**src/rtl/uart_rx_pkg.sv**
```systemverilog
package uart_rx_pkg;

  typedef enum logic [2:0] {
    PM_EVEN  = 3'd0,
    PM_ODD   = 3'd1,
    PM_SPACE = 3'd2,
    PM_MARK  = 3'd3,
    PM_NONE  = 3'd4
  } par_mode_e;

  typedef enum logic [2:0] {
    RX_IDLE,
    RX_START,
    RX_DATA,
    RX_PAR,
    RX_STOP
  } rx_state_e;

  // Any code above the last defined mode means "no parity".
  function automatic par_mode_e decode_mode(input logic [2:0] code);
    case (code)
      3'd0:    decode_mode = PM_EVEN;
      3'd1:    decode_mode = PM_ODD;
      3'd2:    decode_mode = PM_SPACE;
      3'd3:    decode_mode = PM_MARK;
      default: decode_mode = PM_NONE;
    endcase
  endfunction

  // Parity bit value the sender should have produced for a data word.
  function automatic logic want_parity(input par_mode_e m, input logic [7:0] d);
    case (m)
      PM_EVEN: want_parity = ^d;
      PM_ODD:  want_parity = ~^d;
      PM_MARK: want_parity = 1'b1;
      default: want_parity = 1'b0;
    endcase
  endfunction

endpackage

```
**src/rtl/rx_line_sync.sv**
```systemverilog
module rx_line_sync #(
  parameter int STAGES = 2
) (
  input  logic clk,
  input  logic rst_n,
  input  logic line_in,
  output logic line_out
);
  logic [STAGES-1:0] pipe_q;

  // Reset to the idle (high) level so no false start is seen.
  always_ff @(posedge clk or negedge rst_n) begin
    if (!rst_n) pipe_q <= '1;
    else        pipe_q <= {pipe_q[STAGES-2:0], line_in};
  end

  assign line_out = pipe_q[STAGES-1];
endmodule

```
**src/rtl/rx_frame_engine.sv**
```systemverilog
module rx_frame_engine
  import uart_rx_pkg::*;
#(
  parameter int DATA_W = 8,
  parameter int OSR    = 16
) (
  input  logic              clk,
  input  logic              rst_n,
  input  logic              line_s,
  input  logic              tick,
  input  logic [2:0]        mode_code,
  output logic              frm_done,
  output logic [DATA_W-1:0] frm_byte,
  output logic              frm_perr,
  output logic              frm_ferr
);
  localparam int CNT_W = $clog2(OSR);
  localparam int IDX_W = (DATA_W > 1) ? $clog2(DATA_W) : 1;
  localparam logic [CNT_W-1:0] HALF_LAST = CNT_W'(OSR/2 - 1);
  localparam logic [CNT_W-1:0] FULL_LAST = CNT_W'(OSR - 1);
  localparam logic [IDX_W-1:0] IDX_LAST  = IDX_W'(DATA_W - 1);

  rx_state_e         state_q;
  logic [CNT_W-1:0]  cnt_q;
  logic [IDX_W-1:0]  idx_q;
  logic [DATA_W-1:0] shift_q;
  par_mode_e         mode_q;
  logic              perr_q;
  logic              done_q;
  logic [DATA_W-1:0] byte_q;
  logic              ferr_q;
  logic              bit_end;

  assign bit_end = (cnt_q == FULL_LAST);

  always_ff @(posedge clk or negedge rst_n) begin
    if (!rst_n) begin
      state_q <= RX_IDLE;
      cnt_q   <= '0;
      idx_q   <= '0;
      shift_q <= '0;
      mode_q  <= PM_NONE;
      perr_q  <= 1'b0;
      done_q  <= 1'b0;
      byte_q  <= '0;
      ferr_q  <= 1'b0;
    end else begin
      done_q <= 1'b0;
      if (tick) begin
        case (state_q)
          RX_IDLE: begin
            if (!line_s) begin
              state_q <= RX_START;
              cnt_q   <= '0;
            end
          end
          RX_START: begin
            // Line back high before the start-bit centre means a glitch.
            if (line_s) begin
              state_q <= RX_IDLE;
            end else if (cnt_q == HALF_LAST) begin
              state_q <= RX_DATA;
              cnt_q   <= '0;
              idx_q   <= '0;
              perr_q  <= 1'b0;
              mode_q  <= decode_mode(mode_code);
            end else begin
              cnt_q <= cnt_q + 1'b1;
            end
          end
          RX_DATA: begin
            if (bit_end) begin
              cnt_q   <= '0;
              shift_q <= {line_s, shift_q[DATA_W-1:1]};
              if (idx_q == IDX_LAST) begin
                state_q <= (mode_q == PM_NONE) ? RX_STOP : RX_PAR;
              end else begin
                idx_q <= idx_q + 1'b1;
              end
            end else begin
              cnt_q <= cnt_q + 1'b1;
            end
          end
          RX_PAR: begin
            if (bit_end) begin
              cnt_q   <= '0;
              perr_q  <= (line_s != want_parity(mode_q, shift_q));
              state_q <= RX_STOP;
            end else begin
              cnt_q <= cnt_q + 1'b1;
            end
          end
          RX_STOP: begin
            if (bit_end) begin
              cnt_q   <= '0;
              done_q  <= 1'b1;
              byte_q  <= shift_q;
              ferr_q  <= !line_s;
              state_q <= RX_IDLE;
            end else begin
              cnt_q <= cnt_q + 1'b1;
            end
          end
          default: state_q <= RX_IDLE;
        endcase
      end
    end
  end

  assign frm_done = done_q;
  assign frm_byte = byte_q;
  assign frm_perr = perr_q;
  assign frm_ferr = ferr_q;
endmodule

```
**src/rtl/rx_hold_status.sv**
```systemverilog
module rx_hold_status #(
  parameter int DATA_W = 8
) (
  input  logic              clk,
  input  logic              rst_n,
  input  logic              frm_done,
  input  logic [DATA_W-1:0] frm_byte,
  input  logic              frm_perr,
  input  logic              frm_ferr,
  input  logic              out_ready,
  input  logic              clr_status,
  output logic [DATA_W-1:0] out_data,
  output logic              out_valid,
  output logic              err_parity,
  output logic              err_frame,
  output logic              err_overrun
);
  logic taken;
  logic lost;

  assign taken = out_valid && out_ready;
  assign lost  = frm_done && out_valid && !out_ready;

  always_ff @(posedge clk or negedge rst_n) begin
    if (!rst_n) begin
      out_data  <= '0;
      out_valid <= 1'b0;
    end else if (frm_done) begin
      out_data  <= frm_byte;
      out_valid <= 1'b1;
    end else if (taken) begin
      out_valid <= 1'b0;
    end
  end

  // Sticky flags: a new event outranks a clear in the same cycle.
  always_ff @(posedge clk or negedge rst_n) begin
    if (!rst_n) begin
      err_parity  <= 1'b0;
      err_frame   <= 1'b0;
      err_overrun <= 1'b0;
    end else begin
      if (frm_done && frm_perr) err_parity <= 1'b1;
      else if (clr_status)      err_parity <= 1'b0;
      if (frm_done && frm_ferr) err_frame <= 1'b1;
      else if (clr_status)      err_frame <= 1'b0;
      if (lost)                 err_overrun <= 1'b1;
      else if (clr_status)      err_overrun <= 1'b0;
    end
  end
endmodule

```
**src/rtl/uart_rx_sticky.sv**
```systemverilog
module uart_rx_sticky #(
  parameter int DATA_W      = 8,
  parameter int OSR         = 16,
  parameter int SYNC_STAGES = 2
) (
  input  logic              clk,
  input  logic              rst_n,
  input  logic              rx_line,
  input  logic              os_tick,
  input  logic [2:0]        par_mode,
  input  logic              out_ready,
  input  logic              clr_status,
  output logic [DATA_W-1:0] out_data,
  output logic              out_valid,
  output logic              err_parity,
  output logic              err_frame,
  output logic              err_overrun
);
  logic              line_s;
  logic              frm_done;
  logic [DATA_W-1:0] frm_byte;
  logic              frm_perr;
  logic              frm_ferr;

  rx_line_sync #(.STAGES(SYNC_STAGES)) u_sync (
    .clk      (clk),
    .rst_n    (rst_n),
    .line_in  (rx_line),
    .line_out (line_s)
  );

  rx_frame_engine #(.DATA_W(DATA_W), .OSR(OSR)) u_engine (
    .clk       (clk),
    .rst_n     (rst_n),
    .line_s    (line_s),
    .tick      (os_tick),
    .mode_code (par_mode),
    .frm_done  (frm_done),
    .frm_byte  (frm_byte),
    .frm_perr  (frm_perr),
    .frm_ferr  (frm_ferr)
  );

  rx_hold_status #(.DATA_W(DATA_W)) u_hold (
    .clk         (clk),
    .rst_n       (rst_n),
    .frm_done    (frm_done),
    .frm_byte    (frm_byte),
    .frm_perr    (frm_perr),
    .frm_ferr    (frm_ferr),
    .out_ready   (out_ready),
    .clr_status  (clr_status),
    .out_data    (out_data),
    .out_valid   (out_valid),
    .err_parity  (err_parity),
    .err_frame   (err_frame),
    .err_overrun (err_overrun)
  );
endmodule

```
**config.mk**
```make
export PLATFORM = sky130hd
export DESIGN_NAME = uart_rx_sticky
export DESIGN_NICKNAME = d
export VERILOG_FILES = /design/src/rtl/uart_rx_pkg.sv /design/src/rtl/rx_line_sync.sv /design/src/rtl/rx_frame_engine.sv /design/src/rtl/rx_hold_status.sv /design/src/rtl/uart_rx_sticky.sv
export SDC_FILE = /design/constraint.sdc
export NUM_CORES = 1
export LEC_CHECK = 0
export BUFFER_PORTS_ARGS = -buffer_cell sky130_fd_sc_hd__buf_2
export CORE_ASPECT_RATIO = 1.2
export CORE_MARGIN = 2
export CORE_UTILIZATION = 35
export DETAILED_ROUTE_END_ITERATION = 10
export GPL_ROUTABILITY_DRIVEN = 1
export RECOVER_POWER = 25
export SETUP_SLACK_MARGIN = 0.2
export SLEW_MARGIN = 40
export SYNTH_ARGS = -nofsm -noshare
export SYNTH_HDL_FRONTEND = slang
export SYNTH_SLANG_ARGS = --single-unit
```
**constraint.sdc**
```tcl
create_clock -name clk -period 1.7 [get_ports clk]
set_clock_uncertainty 0.2 [all_clocks]
set_input_delay 0.17 -clock clk [delete_from_list [all_inputs] [get_ports clk]]
set_output_delay 0.17 -clock clk [all_outputs]
set_load 0.03 [all_outputs]
```
# Word-level counts from Yosys, hierarchy flattened
# Index checks and enable logic that the tools add are counted.
[classes]
n_eq_ne = 23
n_addsub = 2
muxes = 37
n_reduce_logical = 27
bitwise_logic = 1
[op_table]
columns = ["op", "count"]
rows = [
  ["$mux W3", 12],
  ["$mux W4", 4],
  ["$eq A3 B2 Y1 const B", 5],
  ["$mux W1", 15],
  ["$pmux W3 S5", 1],
  ["$pmux W3 S4", 1],
  ["$pmux W4 S3", 1],
  ["$reduce_bool A2 Y1", 6],
  ["$ne A2 B1 Y1 const B", 5],
  ["$eq A3 B1 Y1 const B", 3],
  ["$eq A3 B3 Y1 const B", 3],
  ["$logic_not A3 Y1", 3],
  ["$reduce_and A4 Y1", 2],
  ["$reduce_xnor A8 Y1", 1],
  ["$reduce_xor A8 Y1", 1],
  ["$reduce_and A7 Y1", 1],
  ["$ne A2 B2 Y1 const B", 3],
  ["$pmux W3 S2", 1],
  ["$reduce_and A3 Y1", 2],
  ["$reduce_and A6 Y1", 1],
  ["$logic_and A1 B1 Y1", 5],
  ["$reduce_and A5 Y1", 1],
  ["$add A4 B1 Y4 const B", 1],
  ["$eq A4 B3 Y1 const B", 1],
  ["10 further kinds", 11],
]
[word_totals]
output_inout_bits = 12
register_bits = 46
elab_cells = 105

# Logic depth before layout (Yosys ltp)
[depth]
word_depth = 8
ltp_mapped = 7

# Cells and area by module
# From an unflattened synthesis, not the netlist that was laid out.
[hier_totals]
cells_unflattened = 180
area_unflattened_um2 = 2198.4
[by_module_without_submodules]
columns = ["module", "seq_area_each_um2", "instances", "cells_per_inst", "area_each_um2"]
rows = [
  ["rx_frame_engine", 802.0, 1, 151, 1675.4],
  ["rx_hold_status", 300.3, 1, 27, 470.5],
  ["rx_line_sync", 52.6, 1, 2, 52.6],
]

# Least setup slack after synthesis
# No wires, ideal clock.
[synth_timing]
path_kind = "flip-flop to flip-flop"
from = "register u_engine.cnt_q[0]"
to = "register u_engine.byte_q[2] (netlist: u_engine.frm_byte[2])"
period_less_slack_ns = 1.828
setup_time_ns = 0.125
slack_ns = -0.128
stages_incl_launch_ff = 7
arrival_time_ns = 1.503
n_path_buf = 1
cell_sequence = "dfrtp_1 > ha_1 > and3_1 > nand2_1 > nor2b_1 > buf_4 > mux2_2"
[synth_via]
elab_chain_len = 2
[synth_lines]
columns = ["item", "line_no", "rtl"]
rows = [
  ["start, declared", "rx_frame_engine.sv:24", "logic [CNT_W-1:0] cnt_q;"],
  ["start signal, assigned", "rx_frame_engine.sv:68", "cnt_q <= cnt_q + 1'b1;"],
  ["start signal, assigned", "rx_frame_engine.sv:81", "cnt_q <= cnt_q + 1'b1;"],
  ["start signal, assigned", "rx_frame_engine.sv:90", "cnt_q <= cnt_q + 1'b1;"],
  ["$eq A4 B4 Y1", "rx_frame_engine.sv:34", "assign bit_end = (cnt_q == FULL_LAST);"],
  ["$reduce_and A3 Y1 (no line)", "n/a", ""],
  ["end signal, assigned", "rx_frame_engine.sv:97", "byte_q <= shift_q;"],
  ["end, declared", "rx_frame_engine.sv:30", "logic [DATA_W-1:0] byte_q;"],
]
# No other way between the ends.
# A chain may end at the register's enable or synchronous reset.

# Worst setup path after layout
[layout_timing]
from = "register u_engine.state_q[0]"
to = "register u_engine.state_q[1]"
[layout_via]
elab_chain_len = 3
word_cells_on_any_way = 13
[layout_lines]
columns = ["item", "line_no", "rtl"]
rows = [
  ["start, declared", "rx_frame_engine.sv:23", "rx_state_e state_q;"],
  ["start signal, assigned", "rx_frame_engine.sv:76", "state_q <= (mode_q == PM_NONE) ? RX_STOP : RX_PAR;"],
  ["$eq A3 B1 Y1, or another cell as far along", "rx_frame_engine.sv:50", "case (state_q)"],
  ["$ne A3 B2 Y1 (no line), or another cell as far along", "n/a", ""],
  ["$reduce_and A7 Y1 (no line)", "n/a", ""],
]
# Parallel ways exist; a longest one is shown, timed or not.

==> impl_results.md <==
- Die Width: around 75 µm
- Detail-routed via count per cell: around 4.6
- Crit-path max FO: 6
- R2R Setup Slk: -80 ps
- Hold path startpoint: clr_status
- Kind of cell adding the most delay to the critical path: flip-flops
- VDD IR max: between 0.7 and 0.8 mV
- Largest cells by area after synthesis: dfrtp_1 (50%), mux2_2 (11%), mux2_1 (4.7%)
- WL final: 4480 µm
- RePlAce Congestion: 0.811
- CTS sink cnt: 46
- End of the worst register-to-register path: u_engine.state_q[1]$_DFFE_PN0P_
- Vias: between 1500 and 2000
- Die height: ~90 µm
- Maximum root-to-sink buffer count: 2
- Worst-Skew Late Latency: around 300 ps
- Crit end category: flop
- CP required: roughly 1700 ps
- CTS root buf: clkbuf_8
- Routed length per placed instance: around 13 µm
- Utilization after layout: 0.543
- Worst Max-Slew Pin Slew: approximately 600 ps
- R2R Path Start: u_engine.state_q[0]$_DFFE_PN0P_
- # port buffers: 20
- Initial Util: 0.358
- Syn avg cell area: 12.0 µm²
- Iter 0 DRT Violations: between 40 and 50
- Multi-input gate area: 1190 µm²
- CP Launch Type: flop
- Yosys warns: 0
- Top-area cell type share of the netlist area: 0.503
- Class of the most critical setup path: flop to flop
- Worst hold slack: roughly 24 ps
- Leak: about 1.6 nW
- CP max stage delay: around 470 ps
- PwrDens: 1160 nW/µm²
- Pwr Total: approximately 3.7 mW
- RSZ-0062 raised after global routing: yes
- Core ar.: 5970 µm²
- Total CTS buffers: 5
- Post-DRT Antenna Nets: 0
- Reg2reg path depth: 6
- Min-Delay Endpoint: u_hold.err_frame$_DFFE_PN0P_
- H-tree level count: 2
- Full die area: 6750 µm²
- Initial antenna violation count: 0
- Post-synth EDFFs: 0
- Drt first pass iters: 4
- Fmax: ~0.56 GHz
- Top Ports: 21
- First-pass GRT wire length: between 7000 and 8000 µm
- Slew margin rel.: 0.598
- Layout cell share with drive strength beyond 1: 0.580
- Status: finished with violations
- Reg area: 1160 µm²
- Total GRT Usage: 0.143
- Drt drc: 0
- Post-synth ARST share: 1.00
- WP data arrival: around 1800 ps
- Fin crit period: about 1800 ps
- CP Depth: 6
- Number of cell rows: 31
- Synth area leader: dfrtp_1
- Critical path buffers and inverters: 0
- Placed wire-length estimate: slightly below 3000 µm
- Crit share post-route: 1.05
- Vias in the first global route: 1590
- Total of max-cap violations: 0
- CP cell instances: nor2_4, and2_4, nor2_2, nand2_1, a21oi_4, mux2_4
- Largest net degree at the start of global routing: 47
- Post-Syn Nets: 190
- Mapped Cells: 178
- Worst Hold Path Cells: 3
- Seq/Total Area, Yosys: 0.540
- Number of distinct library cells after synthesis: 42
- Nets: between 200 and 300
- Fillers: 560
- Slowest CP cell: dfrtp_2
- Area delta synth->final: 51.6%
- TritonCTS clock tree: built
- ANT cells: 0
- Final number of setup-violating endpoints: 17
- Clock-pin transition on the worst setup and hold timing paths: around 90 ps
- Failing checks: setup timing
- Post-synth top flop: dfrtp_1
- Setup ws final: -81.8 ps
- Path category of the worst min-delay check: primary input to flop
- Grt total ovfl: 0
- Final Hold Fails: 0
- Post-Syn Area: between 2000 and 2500 µm²
- Slew Limit Fails: 0
- Flops & latches, synth: 46
## cell families (layout without fill, tap and decap cells)
kind of cell	count (synthesis)	count (layout)	synth area share
buffers and inverters	15	94	0.0357
adder cells (fa/ha/maj)	3	3	0.0176
multiplexers	31	31	0.162
flip-flops	46	46	0.540
XOR/XNOR	8	8	0.0328
AND/OR/NAND/NOR	44	44	0.121
AO/OA/AOI/OAI	31	31	0.0907
## flip-flops by register name (all words and copies together) (netlist names)
signal and flops:
u_engine.frm_byte 8, u_engine.shift_q 8, u_hold.out_data 8, u_engine.cnt_q 4
u_engine.idx_q 3, u_engine.mode_q 3, u_engine.state_q 3, u_sync.pipe_q 2
u_engine.frm_done 1, u_engine.frm_ferr 1, u_engine.frm_perr 1, u_hold.err_frame 1
u_hold.err_overrun 1, u_hold.err_parity 1, u_hold.out_valid 1
## worst register-to-register path, cell delays in order, from the launching register on
cell	delay, ps
dfrtp_2	470
nor2_4	60
and2_4	170
nor2_2	120
nand2_1	110
a21oi_4	220
mux2_4	320
## metal layers
layer | global-route usage | share of wire | wire length [µm]
met5 | 0 | 0 | 0
met2 | 0.245 | 0.52 | 2320
met4 | 0.0478 | 0.012 | 55
met3 | 0.0301 | 0.021 | 94
met1 | 0.177 | 0.45 | 2010
## cell usage in the layout, fill, tap and decap left out, drive strengths merged
master / instances
o211ai: 1
or3: 1
buf: 70
nand3: 3
a31oi: 1
dfrtp: 43
a22o: 2
clkinv: 1
and4b: 1
bufinv: 2
dfstp: 3
and3: 4
nor3: 3
nand3b: 4
a32o: 1
nand4: 3
xor2: 2
mux2i: 2
nor2: 11
a21o: 3
nor4b: 1
inv: 9
xnor2: 6
mux2: 29
ha: 3
o21ai: 15
clkbuf: 6
nor2b: 1
dlygate4sd3: 6
o31ai: 1
a21boi: 1
a211oi: 1
a21oi: 5
nand2: 10
and2: 2
## stage by stage
step / instances / cell area, µm² / TNS, ps / setup slack [ps]
floorplan: 178 / 2240 / -266 / -38.7
global placement: 310 / 2690 / -927 / -128
detailed placement: 310 / 2690 / -1150 / -124
CTS: 333 / 3100 / -498 / -52.9
global route: 339 / 3240 / -2460 / -152
finish: 339 / 3240 / -768 / -81.8
## power by group
group	switching, mW	total, mW	internal, mW	leakage, nW
Combinational	0.608	1.39	0.779	0.901
Clock	0.389	0.978	0.589	0.0683
Sequential	0.160	1.38	1.22	0.592
## synthesized netlist by cell type (2+ instances only)
| cell type | n |
|---|---|
| mux2i_1 | 2 |
| buf_4 | 3 |
| nand3_1 | 3 |
| a22o_1 | 2 |
| o21ai_0 | 13 |
| inv_1 | 9 |
| xor2_1 | 2 |
| and3_1 | 4 |
| mux2_1 | 9 |
| nor2_2 | 2 |
| a21oi_1 | 4 |
| nand4_1 | 3 |
| nor2_4 | 2 |
| nor3_1 | 2 |
| nor2_1 | 7 |
| xnor2_1 | 6 |
| dfstp_2 | 3 |
| a21o_1 | 3 |
| nand3b_1 | 4 |
| nand2_1 | 10 |
| mux2_2 | 20 |
| dfrtp_1 | 43 |
| ha_1 | 3 |
## what timing repair did
item                       CTS  global route
setup endpoints to repair   31            32
hold buffers                 6             0
gates resized for setup     41            19
pin swaps                   14            12
setup buffers                8             6
hold endpoints to repair    52             0
gates cloned                 1             0
## final cells by class
class,count,area share
multi-input combinational,117,0.369
inverter,9,0.0104
sequential,46,0.358
clock buffer,5,0.0212
tap,82,0.0317
timing repair buffer,77,0.189
clock inverter,3,0.0212
## how the worst max path moves through the flow
stage,from,endpoint
detailed placement,u_engine.state_q[0]$_DFFE_PN0P_,u_engine.state_q[1]$_DFFE_PN0P_
global route,u_engine.state_q[2]$_DFFE_PN0P_,u_engine.mode_q[0]$_DFFE_PN0P_
floorplan,u_engine.cnt_q[0]$_DFFE_PN0P_,u_engine.frm_byte[2]$_DFFE_PN0P_
finish,u_engine.state_q[0]$_DFFE_PN0P_,u_engine.state_q[1]$_DFFE_PN0P_
CTS,u_engine.idx_q[0]$_DFFE_PN0P_,u_engine.state_q[1]$_DFFE_PN0P_
global placement,u_engine.state_q[2]$_DFFE_PN0P_,u_engine.state_q[0]$_DFFE_PN0P_
Power figures use the tool's default switching activity.
